File: config.mk
export PLATFORM = sky130hd
export DESIGN_NAME = keyed_wdog
export DESIGN_NICKNAME = d
export VERILOG_FILES = /design/src/rtl/keyed_wdog.sv
export SDC_FILE = /design/constraint.sdc
export NUM_CORES = 1
export LEC_CHECK = 0
export ABC_AREA = 1
export BUFFER_PORTS_ARGS = -buffer_cell sky130_fd_sc_hd__buf_2
export CAP_MARGIN = 25
export CORE_ASPECT_RATIO = 1.75
export CORE_MARGIN = 5
export CORE_UTILIZATION = 40
export CTS_BUF_LIST = sky130_fd_sc_hd__clkbuf_8
export CTS_CLUSTER_DIAMETER = 200
export DETAILED_ROUTE_END_ITERATION = 12
export GPL_ROUTABILITY_DRIVEN = 0
export PLACE_DENSITY_LB_ADDON = 0.12
export SLEW_MARGIN = 20
export SYNTH_ARGS = -nofsm -noshare
export SYNTH_HDL_FRONTEND = slang
export SYNTH_SLANG_ARGS = --single-unit
export TNS_END_PERCENT = 5
File: constraint.sdc
create_clock -name clk -period 2.3 [get_ports clk]
set_input_delay 0.345 -clock clk [delete_from_list [all_inputs] [get_ports clk]]
set_output_delay 0.345 -clock clk [all_outputs]
set_load 0.01 [all_outputs]
File: src/rtl/keyed_wdog.sv
module keyed_wdog #(
  parameter int MAX_DIV_LOG2 = 8,
  parameter int SYNC_TICKS   = 3,
  parameter int ADDR_W       = 5,
  parameter int DATA_W       = 16,
  parameter int RL_W         = 12,
  parameter int PR_W         = 4
) (
  input  logic              clk,
  input  logic              rst_n,
  input  logic              tick,
  input  logic              wr_en,
  input  logic [ADDR_W-1:0] addr,
  input  logic [DATA_W-1:0] wdata,
  output logic [DATA_W-1:0] rdata,
  output logic              wdog_rst
);
  localparam int SC_W = $clog2(SYNC_TICKS + 1);
  localparam logic [PR_W-1:0] PR_TOP = PR_W'(MAX_DIV_LOG2 - 2);
  localparam logic [DATA_W-1:0] K_UNLOCK = DATA_W'(16'h5555);
  localparam logic [DATA_W-1:0] K_LOCK   = DATA_W'(16'h0000);
  localparam logic [DATA_W-1:0] K_START  = DATA_W'(16'hCCCC);
  localparam logic [DATA_W-1:0] K_FEED   = DATA_W'(16'hAAAA);

  logic              running, unlocked;
  logic [PR_W-1:0]   pr_reg, pr_act;
  logic [RL_W-1:0]   rl_reg, rl_act;
  logic              pvu, rvu;
  logic [SC_W-1:0]   pc, rc;
  logic [RL_W-1:0]   cnt;
  logic [MAX_DIV_LOG2-1:0] pre, pre_last;

  wire [2:0] idx    = addr[4:2];
  wire wr_key       = wr_en && idx == 3'd0;
  wire wr_pr        = wr_en && idx == 3'd1 && unlocked;
  wire wr_rl        = wr_en && idx == 3'd2 && unlocked;
  wire start_k      = wr_key && wdata == K_START;
  wire feed_k       = wr_key && wdata == K_FEED && running;
  wire refresh      = start_k || feed_k;
  wire step         = running && tick && pre == pre_last;
  wire [PR_W-1:0] pr_in = (wdata[PR_W-1:0] > PR_TOP) ? PR_TOP : wdata[PR_W-1:0];

  assign pre_last = {MAX_DIV_LOG2{1'b1}} >> (PR_TOP - pr_act);

  always_ff @(posedge clk) begin
    if (!rst_n) unlocked <= 1'b0;
    else if (wr_key && wdata == K_UNLOCK) unlocked <= 1'b1;
    else if (wr_key && wdata == K_LOCK) unlocked <= 1'b0;
  end

  always_ff @(posedge clk) begin
    if (!rst_n) begin
      pr_reg <= '0; pr_act <= '0; pvu <= 1'b0; pc <= '0;
    end else if (wr_pr) begin
      pr_reg <= pr_in; pvu <= 1'b1; pc <= SC_W'(SYNC_TICKS);
    end else if (pvu && tick) begin
      if (pc == SC_W'(1)) begin
        pvu <= 1'b0; pr_act <= pr_reg;
      end
      pc <= pc - SC_W'(1);
    end
  end

  always_ff @(posedge clk) begin
    if (!rst_n) begin
      rl_reg <= '1; rl_act <= '1; rvu <= 1'b0; rc <= '0;
    end else if (wr_rl) begin
      rl_reg <= wdata[RL_W-1:0]; rvu <= 1'b1; rc <= SC_W'(SYNC_TICKS);
    end else if (rvu && tick) begin
      if (rc == SC_W'(1)) begin
        rvu <= 1'b0; rl_act <= rl_reg;
      end
      rc <= rc - SC_W'(1);
    end
  end

  always_ff @(posedge clk) begin
    if (!rst_n) begin
      running <= 1'b0; cnt <= '1; pre <= '0; wdog_rst <= 1'b0;
    end else begin
      wdog_rst <= 1'b0;
      if (refresh) begin
        running <= 1'b1; cnt <= rl_act; pre <= '0;
      end else if (running && tick) begin
        if (step) begin
          pre <= '0;
          if (cnt == '0) begin
            cnt <= rl_act; wdog_rst <= 1'b1;
          end else cnt <= cnt - RL_W'(1);
        end else pre <= pre + MAX_DIV_LOG2'(1);
      end
    end
  end

  always_comb begin
    rdata = '0;
    case (idx)
      3'd1: rdata[PR_W-1:0] = pr_reg;
      3'd2: rdata[RL_W-1:0] = rl_reg;
      3'd3: rdata[1:0] = {rvu, pvu};
      default: rdata = '0;
    endcase
  end
endmodule

==> results_dict.tcl, run 1 <==
set metrics [dict create \
    die_h_um 137.2 \
    synth_area_sq_mm 0.003699 \
    nets 624 \
    synth.avg_cell_area_sq_um 6.664 \
    ys_types 37 \
    rsz0062_at_grt "yes" \
    clk_latency_ns 0.35 \
    die_x_um 82.69 \
    grt_max_degree 48 \
    min-delay-start "wdata[5]" \
    ios 42 \
    row_count 46 \
    htreeDepth 3 \
    areaGrowthSynthToFinish_pct 12.62 \
    r2r-end "pre[1]" \
    cts-resized-gates 0 \
    peakVddDrop_uv 371.4 \
    netlist_top_cells_area "dfxtp_1 33%, nand2_1 16%, inv_1 6.9%" \
    finalWirelength_um 9431 \
    leakage_uw 0.001983 \
    final_common_cell "nand2_1" \
    worst-path-buf-inv 1 \
    drv_slew 0 \
    period_share_pct 90.88 \
    mostFrequentLayoutCells "157 x nand2_1, 69 x inv_1, 61 x dfxtp_1" \
    crit_required_ns 2.54 \
    tritoncts "done" \
    synth_edf_count 0 \
    pre_cts_slack_ns 0.1317 \
    start_kind "flip-flop" \
    p_per_area_mw_per_mm2 510.7 \
    drive_gt1_share_pct 15.44 \
    track_usage_pct 18.21 \
    cap_viol_max_count 0 \
    start_util_pct 40.93 \
    die_area_sq_mm 0.01135 \
    clkSinkCount 61 \
    synth_seq_cells 61 \
    synth_top_cell_area_share_pct 33.02 \
    portBuffers 35 \
    ys_seq_area_share_pct 33.02 \
    final.setup_skew_ns 0.008429 \
    critPathMostFrequentCell "nand2_1" \
    drt_first_pass_iters 5 \
    setup_ws_ns 0.2097 \
    synth_top_area_cell "dfxtp_1" \
    clockBufferDepth 2 \
    hold_depth 3 \
    end_kind "flip-flop" \
    path_cells "ha_1, nand2_1, nand2_1, nand3_1, nand2_1, nand2_1, inv_1, nand2_1, nor2_4, nand3_4, nand2_2, o21ai_1" \
    cts_buffers 9 \
    crit_family "simple AND/OR/NAND/NOR gates" \
    whs_endpoint "rl_reg[5]" \
    rr_startpoint "pr_act[1]" \
    hpwl_um 7249 \
    path_class "flip-flop to flip-flop" \
    regToRegSetupSlack_ns 0.21 \
    crit_slowest_cell "dfxtp_1" \
    outcome "completed" \
    n_antenna_cell 0 \
    path_clk_slew_ns 0.07 \
    postCtsHoldBufs 0 \
    reg2regPathDepth 12 \
    routedWlPerCell_um 13.17 \
    tns_ns 0 \
    hold_class "input pin to flip-flop" \
    setup_violations 0 \
    hold_slack_ns 0.2662 \
    finalHoldViolations 0 \
    dr.first_iter.drc_count 115 \
    synth_async_sr_flop_share_pct 0 \
    grt-ovfl-total 0 \
    cp_max_fo 15 \
    drtAntennaViolNets 0 \
    synth_cells 555 \
    synth-main-ff-cell "dfxtp_1" \
    cts-root-buf "clkbuf_8" \
    post-route-util_pct 46.10 \
    ys.warnings.count 0 \
    fmax_mhz 478.4 \
    grt_pass1_vias 3538 \
    via_count 3612 \
    p_total_uw 2127 \
    fp.coreArea_sq_mm 0.009036 \
    crit_arrival_ns 2.33 \
    vias_per_cell 5.045 \
    layout_min_cycle_time_ns 2.090 \
    grt_pass1_wl_um 15760 \
    post-cts-setup-buffer-count 0 \
    antenna_found_initial 0 \
    cp_slowest_stage_delay_ns 0.44 \
    drc 0 \
]
-- cell type report --
| type | count | area [sq um] |
|---|---|---|
| clock buffer | 9 | 123.9 |
| clock inverter | 7 | 67.56 |
| fill | 982 | 4871 |
| inverter | 70 | 262.8 |
| multi-input combinational | 407 | 2112 |
| sequential | 61 | 1221 |
| tap | 120 | 150.1 |
| timing repair buffer | 42 | 227.7 |
-- layer usage --
layer / part of all wire, % / up-vias / GRT usage (%)
met5: 0 / - / 0
met2: 52 / 86 / 31.87
met4: 4.1 / 0 / 9.636
met1: 40 / 1612 / 19.36
met3: 3.5 / 28 / 4.908
li1: - / 1886 / -
-- worst max path at each step --
stage                  end  slack, ns      start  cells past startpoint
floorplan           cnt[4]       0.53  pr_act[1]                     13
global placement    pre[1]       0.18  pr_act[1]                     12
detailed placement  pre[1]       0.13  pr_act[1]                     12
CTS                 pre[1]       0.12  pr_act[1]                     12
global route        pre[1]      -0.03  pr_act[1]                     12
finish              pre[1]       0.21  pr_act[1]                     12
-- through the flow --
stage / instance area [sq um] / instances
after global placement: 3963 / 700
after detailed placement: 3963 / 700
after CTS: 4154 / 716
after floorplan: 3710 / 558
after global routing: 4165 / 716
final: 4165 / 716
-- worst register-to-register path, cell delays in order (launching register included) --
cell and delay (ns):
dfxtp_1 0.44, ha_1 0.23, nand2_1 0.06, nand2_1 0.20
nand3_1 0.13, nand2_1 0.07, nand2_1 0.08, inv_1 0.07
nand2_1 0.08, nor2_4 0.10, nand3_4 0.21, nand2_2 0.24
o21ai_1 0.08
-- power breakdown --
group          leakage (uW)  internal [uW]  switching [uW]
combinational       0.00139           34.2            82.9
clock             0.0000964            494             461
sequential         0.000493           1060        0.000723
-- cells in the mapped netlist (8+ instances only) --
master,count
inv_1,68
o211ai_1,23
nor3_1,12
nand2_2,15
nor2_1,46
a21oi_1,14
ha_1,8
nand4_1,15
nand3_2,8
o21ai_0,23
nand2_1,158
nand3_1,41
clkbuf_1,10
dfxtp_1,61
-- cells by family (layout without fill, tap and decap cells) --
family	count (synthesis)	after routing	synth area share, %
other cells	1	4	0.1014
fa+ha+maj	8	8	2.706
flops	61	61	33.02
buf+inv	90	128	10.49
xor+xnor	13	13	3.079
simple gates	311	311	38.74
compound gates	71	71	11.87
(Power assumes the default switching activity.)
==> run 2: changes to the inputs <==
CORE_MARGIN = 3   (was 5)
SLEW_MARGIN = default   (was 20)
clock period = 1.95 ns   (was 2.3 ns; I/O delays follow)
==> results_dict.tcl, run 2 (synthesis results as in run 1) <==
set metrics [dict create \
    power.share.sequential_pct 49.6 \
    multiInputGateArea_sq_mm 0.002307 \
    cts_buffers 9 \
    clkSinkCount 61 \
    fmax_mhz 517.3 \
    path_clk_slew_ns 0.07 \
    areaGrowthSynthToFinish_pct 23.78 \
    final.setup_skew_ns 0.009795 \
    hold_depth 3 \
    hold_slack_ns 0.2315 \
    setup_ws_ns 0.01680 \
    ff_latch_area_sq_mm 0.001230 \
    crit_arrival_ns 2.13 \
    outcome "completed" \
    tns_ns 0 \
    cap_viol_max_count 0 \
    hpwl_um 7355 \
    drc 0 \
    drive_gt1_share_pct 23.99 \
    nets 645 \
    crit_family "simple AND/OR/NAND/NOR gates" \
    dp_cells 714 \
    end_kind "flip-flop" \
    leakage_uw 0.002181 \
    final_common_cell "nand2_1" \
    path_cells "buf_6, nand4_1, buf_6, nand2_8, nand3_2, nand2_1, nand2_1, nor2_2, nand3_4, clkbuf_16, nand3_2, nand3_1" \
    grt_max_degree 48 \
    die_h_um 133.2 \
    post-route-util_pct 51.79 \
    peakVddDrop_uv 423.5 \
    postCtsHoldBufs 0 \
    mostFrequentLayoutCells "144 x nand2_1, 66 x inv_1, 58 x dfxtp_1" \
    slew_headroom_pct 66.36 \
    p_per_area_mw_per_mm2 546.7 \
    ios 42 \
    cp_max_fo 7 \
    cts-root-buf "clkbuf_8" \
    grt_pass1_wl_um 15460 \
    instances_no_fill 734 \
    row_count 45 \
    pre_cts_slack_ns -0.01114 \
    rsz0062_at_grt "yes" \
    track_usage_pct 18.38 \
    start_kind "flip-flop" \
    whs_endpoint "rl_reg[9]" \
    drv_slew 0 \
    grt_pass1_vias 3443 \
    worst_pin_slew_ns 0.5046 \
    cp_slowest_stage_delay_ns 0.38 \
    via_count 3727 \
    finalHoldViolations 0 \
    layout_min_cycle_time_ns 1.933 \
    portBuffers 35 \
    die_area_sq_mm 0.01048 \
    finalWirelength_um 9808 \
    drt_first_pass_iters 4 \
    crit_required_ns 2.14 \
    crit_slowest_cell "dfxtp_4" \
    htreeDepth 3 \
    worst-path-buf-inv 3 \
    n_fill_cell 929 \
    start_util_pct 41.84 \
    regToRegSetupSlack_ns 0.02 \
    power_frac_comb_pct 5.9 \
    dr.first_iter.drc_count 137 \
    switching_share_pct 24.07 \
    min-delay-start "wdata[9]" \
    antenna_found_initial 0 \
    reg2regPathDepth 12 \
    routedWlPerCell_um 13.36 \
    p_int_uw 1901 \
    period_share_pct 99.14 \
    path_class "flip-flop to flip-flop" \
    clk_latency_ns 0.34 \
    p_clk_share_pct 44.5 \
    setup_violations 0 \
    clockBufferDepth 2 \
    switching_power_uw 602.4 \
    die_x_um 78.69 \
    n_antenna_cell 0 \
    hold_class "input pin to flip-flop" \
    drtAntennaViolNets 0 \
    vias_per_cell 5.078 \
    tritoncts "done" \
    rr_startpoint "pr_act[1]" \
    grt-ovfl-total 0 \
    fp.coreArea_sq_mm 0.008840 \
    r2r-end "cnt[9]" \
]
-- run 2: changes by cell type in the layout (fill, tap and decap cells not counted), moves of 4 or more --
| cell | delta |
|---|---|
| nand2_1 | -13 |
| nand3_1 | -13 |
| nand3_2 | +13 |
| buf_4 | +12 |
| nand2_4 | +9 |
| buf_6 | +4 |
| nand2_2 | +4 |
-- run 2: final cells by class --
class                      instances  share of cell area [%]
clock buffer                      10                   3.006
clock inverter                     6                   1.203
inverter                          70                   5.876
multi-input combinational        408                   50.40
sequential                        61                   26.87
tap                              117                   3.198
timing repair buffer              61                   9.347
timing repair inverter             1                  0.1093
-- run 2: how the worst max path moves through the flow --
| stage | from | endpoint | cells after the start |
|---|---|---|---|
| floorplan | pr_act[1] | cnt[4] | 13 |
| detailed placement | pr_act[0] | cnt[8] | 14 |
| CTS | pr_act[0] | cnt[8] | 12 |
| finish | pr_act[1] | cnt[9] | 12 |
| global route | pr_act[1] | cnt[6] | 12 |
| global placement | pr_act[0] | cnt[2] | 14 |
-- run 2: metal layers --
layer  global-route usage (%)  share of wire, %
met1                    19.46                38
met5                        0                 0
met3                    3.857               2.9
met2                    34.30                55
met4                    7.588               3.7
-- run 2: timing repair --
item | CTS | global route
pin swaps | 0 | 31
endpoints found under the hold margin | 0 | 0
endpoints found under the setup margin | 12 | 20
buffers inserted | 0 | 1
cloned | 0 | 3
resized for setup | 2 | 57
-- run 2: worst register-to-register path: stages, from the launching register on --
cell       delay (ns)
dfxtp_4          0.38
buf_6            0.12
nand4_1          0.17
buf_6            0.19
nand2_8          0.09
nand3_2          0.06
nand2_1          0.06
nand2_1          0.06
nor2_2           0.14
nand3_4          0.18
clkbuf_16        0.22
nand3_2          0.05
nand3_1          0.06
-- run 2: power groups by stage --
stage,combinational [uW],clock (uW),sequential (uW)
5_1_grt,162,1190,1240
3_5_place_dp,145,0,1270
2_1_floorplan,71.8,0,1270
6_report,147,1110,1240
4_1_cts,145,1150,1250
3_3_place_gp,143,0,1270
-- run 2: per-stage QoR --
step | area [sq um] | total power (uW)
2_1_floorplan | 3710 | 1345
3_3_place_gp | 4111 | 1417
3_5_place_dp | 4111 | 1419
4_1_cts | 4309 | 2536
5_1_grt | 4578 | 2597
6_report | 4578 | 2503
==> run 3: changes to the inputs <==
CORE_MARGIN = 8   (was 3)
CTS_BUF_LIST = default   (was sky130_fd_sc_hd__clkbuf_8)
MAX_ROUTING_LAYER = met4   (was default)
==> results_dict.tcl, run 3 (synthesis results as in run 1) <==
set metrics [dict create \
    outcome "completed" \
    crit_required_ns 2.14 \
    placed_area_sq_mm 0.004080 \
    drc 0 \
    dr.first_iter.drc_count 150 \
    final_common_cell "nand2_1" \
    vias_per_cell 5.073 \
    drv_slew 0 \
    areaGrowthSynthToFinish_pct 24.39 \
    start_util_pct 40.93 \
    clk_latency_ns 0.33 \
    end_kind "flip-flop" \
    cts-root-buf "clkbuf_16" \
    p_per_area_mw_per_mm2 645.8 \
    slew_headroom_pct 66.08 \
    critPathMostFrequentCell "nand2_4" \
    cp_slowest_stage_delay_ns 0.40 \
    drive_gt1_share_pct 22.89 \
    portBuffers 35 \
    tritoncts "done" \
    setup_violations 0 \
    fp.coreArea_sq_mm 0.009036 \
    n_antenna_cell 0 \
    crit_slowest_cell "dfxtp_2" \
    ios 42 \
    grt_pass1_vias 3607 \
    period_share_pct 96.69 \
    row_count 46 \
    hold_class "input pin to flip-flop" \
    die_h_um 143.2 \
    rsz0062_at_grt "yes" \
    grt-ovfl-total 0 \
    finalHoldViolations 0 \
    layout_min_cycle_time_ns 1.885 \
    grt_pass1_wl_um 16130 \
    cap_viol_max_count 0 \
    path_cells "ha_4, inv_2, nand2_2, nand2_4, buf_4, a31oi_1, nor2_2, nand3_4, nand2_4, nand2_1, nand3_1" \
    drtAntennaViolNets 0 \
    mostFrequentLayoutCells "145 x nand2_1, 64 x inv_1, 58 x dfxtp_1" \
    cts_buffers 9 \
    path_class "flip-flop to flip-flop" \
    via_count 3734 \
    start_kind "flip-flop" \
    clockBufferDepth 2 \
    p_total_uw 2971 \
    cp_max_fo 12 \
    final.setup_skew_ns 0.004598 \
    crit_arrival_ns 2.07 \
    drt_first_pass_iters 4 \
    die_x_um 88.69 \
    leakage_uw 0.002206 \
    final_area_sq_mm 0.004601 \
    htreeDepth 3 \
    fmax_mhz 530.4 \
    clkSinkCount 61 \
    finalWirelength_um 9946 \
    peakVddDrop_uv 433.4 \
    antenna_found_initial 0 \
    path_clk_slew_ns 0.05 \
    ff_latch_area_sq_mm 0.001227 \
    nets 644 \
    grt_max_degree 48 \
    n_fill_cell 932 \
    track_usage_pct 16.68 \
    die_area_sq_mm 0.01270 \
    postCtsHoldBufs 0 \
    hpwl_um 7559 \
    multiInputGateArea_sq_mm 0.002262 \
    routedWlPerCell_um 13.51 \
    worst_pin_slew_ns 0.5088 \
]
-- run 3: final cells by class --
cell class | count | share of cell area, %
clock inverters | 4 | 1.033
repair buffers | 61 | 8.784
flip-flops and latches | 61 | 26.68
well taps | 120 | 3.264
clock buffers | 12 | 5.358
multi-input cells | 408 | 49.17
inverters | 70 | 5.711
-- run 3: worst paths after layout --
kind	depth (start not counted)	slack, ns	startpoint	endpoint
hold reg to reg	1	0.47	rc[0]	rc[0]
hold / removal	3	0.23	wdata[5]	rl_reg[5]
setup reg to reg	11	0.06	pr_act[1]	cnt[0]
setup / recovery	11	0.06	pr_act[1]	cnt[0]
-- run 3: metal layers --
layer / wire length [um] / share of wire (%) / up-vias / global-route usage [%]
li1: - / - / 1922 / -
met1: 3968 / 40 / 1704 / 16.75
met2: 5369 / 54 / 82 / 29.36
met3: 254 / 2.6 / 26 / 3.166
met4: 353 / 3.5 / 0 / 8.610
met5: 0 / 0 / - / -
-- run 3: critical path: cells and delay by family (launching register included) --
kind / cells / cell delay (ns)
adder cells (fa/ha/maj): 1 / 0.16
AO/OA/AOI/OAI: 1 / 0.25
buffers and inverters: 2 / 0.18
flip-flops: 1 / 0.40
AND/OR/NAND/NOR: 7 / 0.74
-- run 3: power breakdown --
part	switching (uW)	internal [uW]
Combinational	101	44.2
Clock	561	1020
Sequential	0.000948	1250
-- run 3: metrics by stage --
step                      setup WS [ns]  util, %  hold slack (ns)  std cells   TNS, ns
after floorplan                  0.1791        -           0.4229        558         0
after global placement         -0.01451    45.15           0.4399        714  -0.03637
after detailed placement       -0.05739    45.15           0.4622        714   -0.6025
after CTS                     0.0006559    48.48           0.2273        730         0
after global routing           -0.04457    50.91           0.2515        736   -0.3514
final                           0.06454    50.91           0.2312        736         0
-- run 3: repair_timing --
action | CTS | global route
setup endpoints to repair | 19 | 20
setup buffers | 0 | 4
gates cloned | 0 | 2
pin swaps | 0 | 23
gates resized for setup | 3 | 41
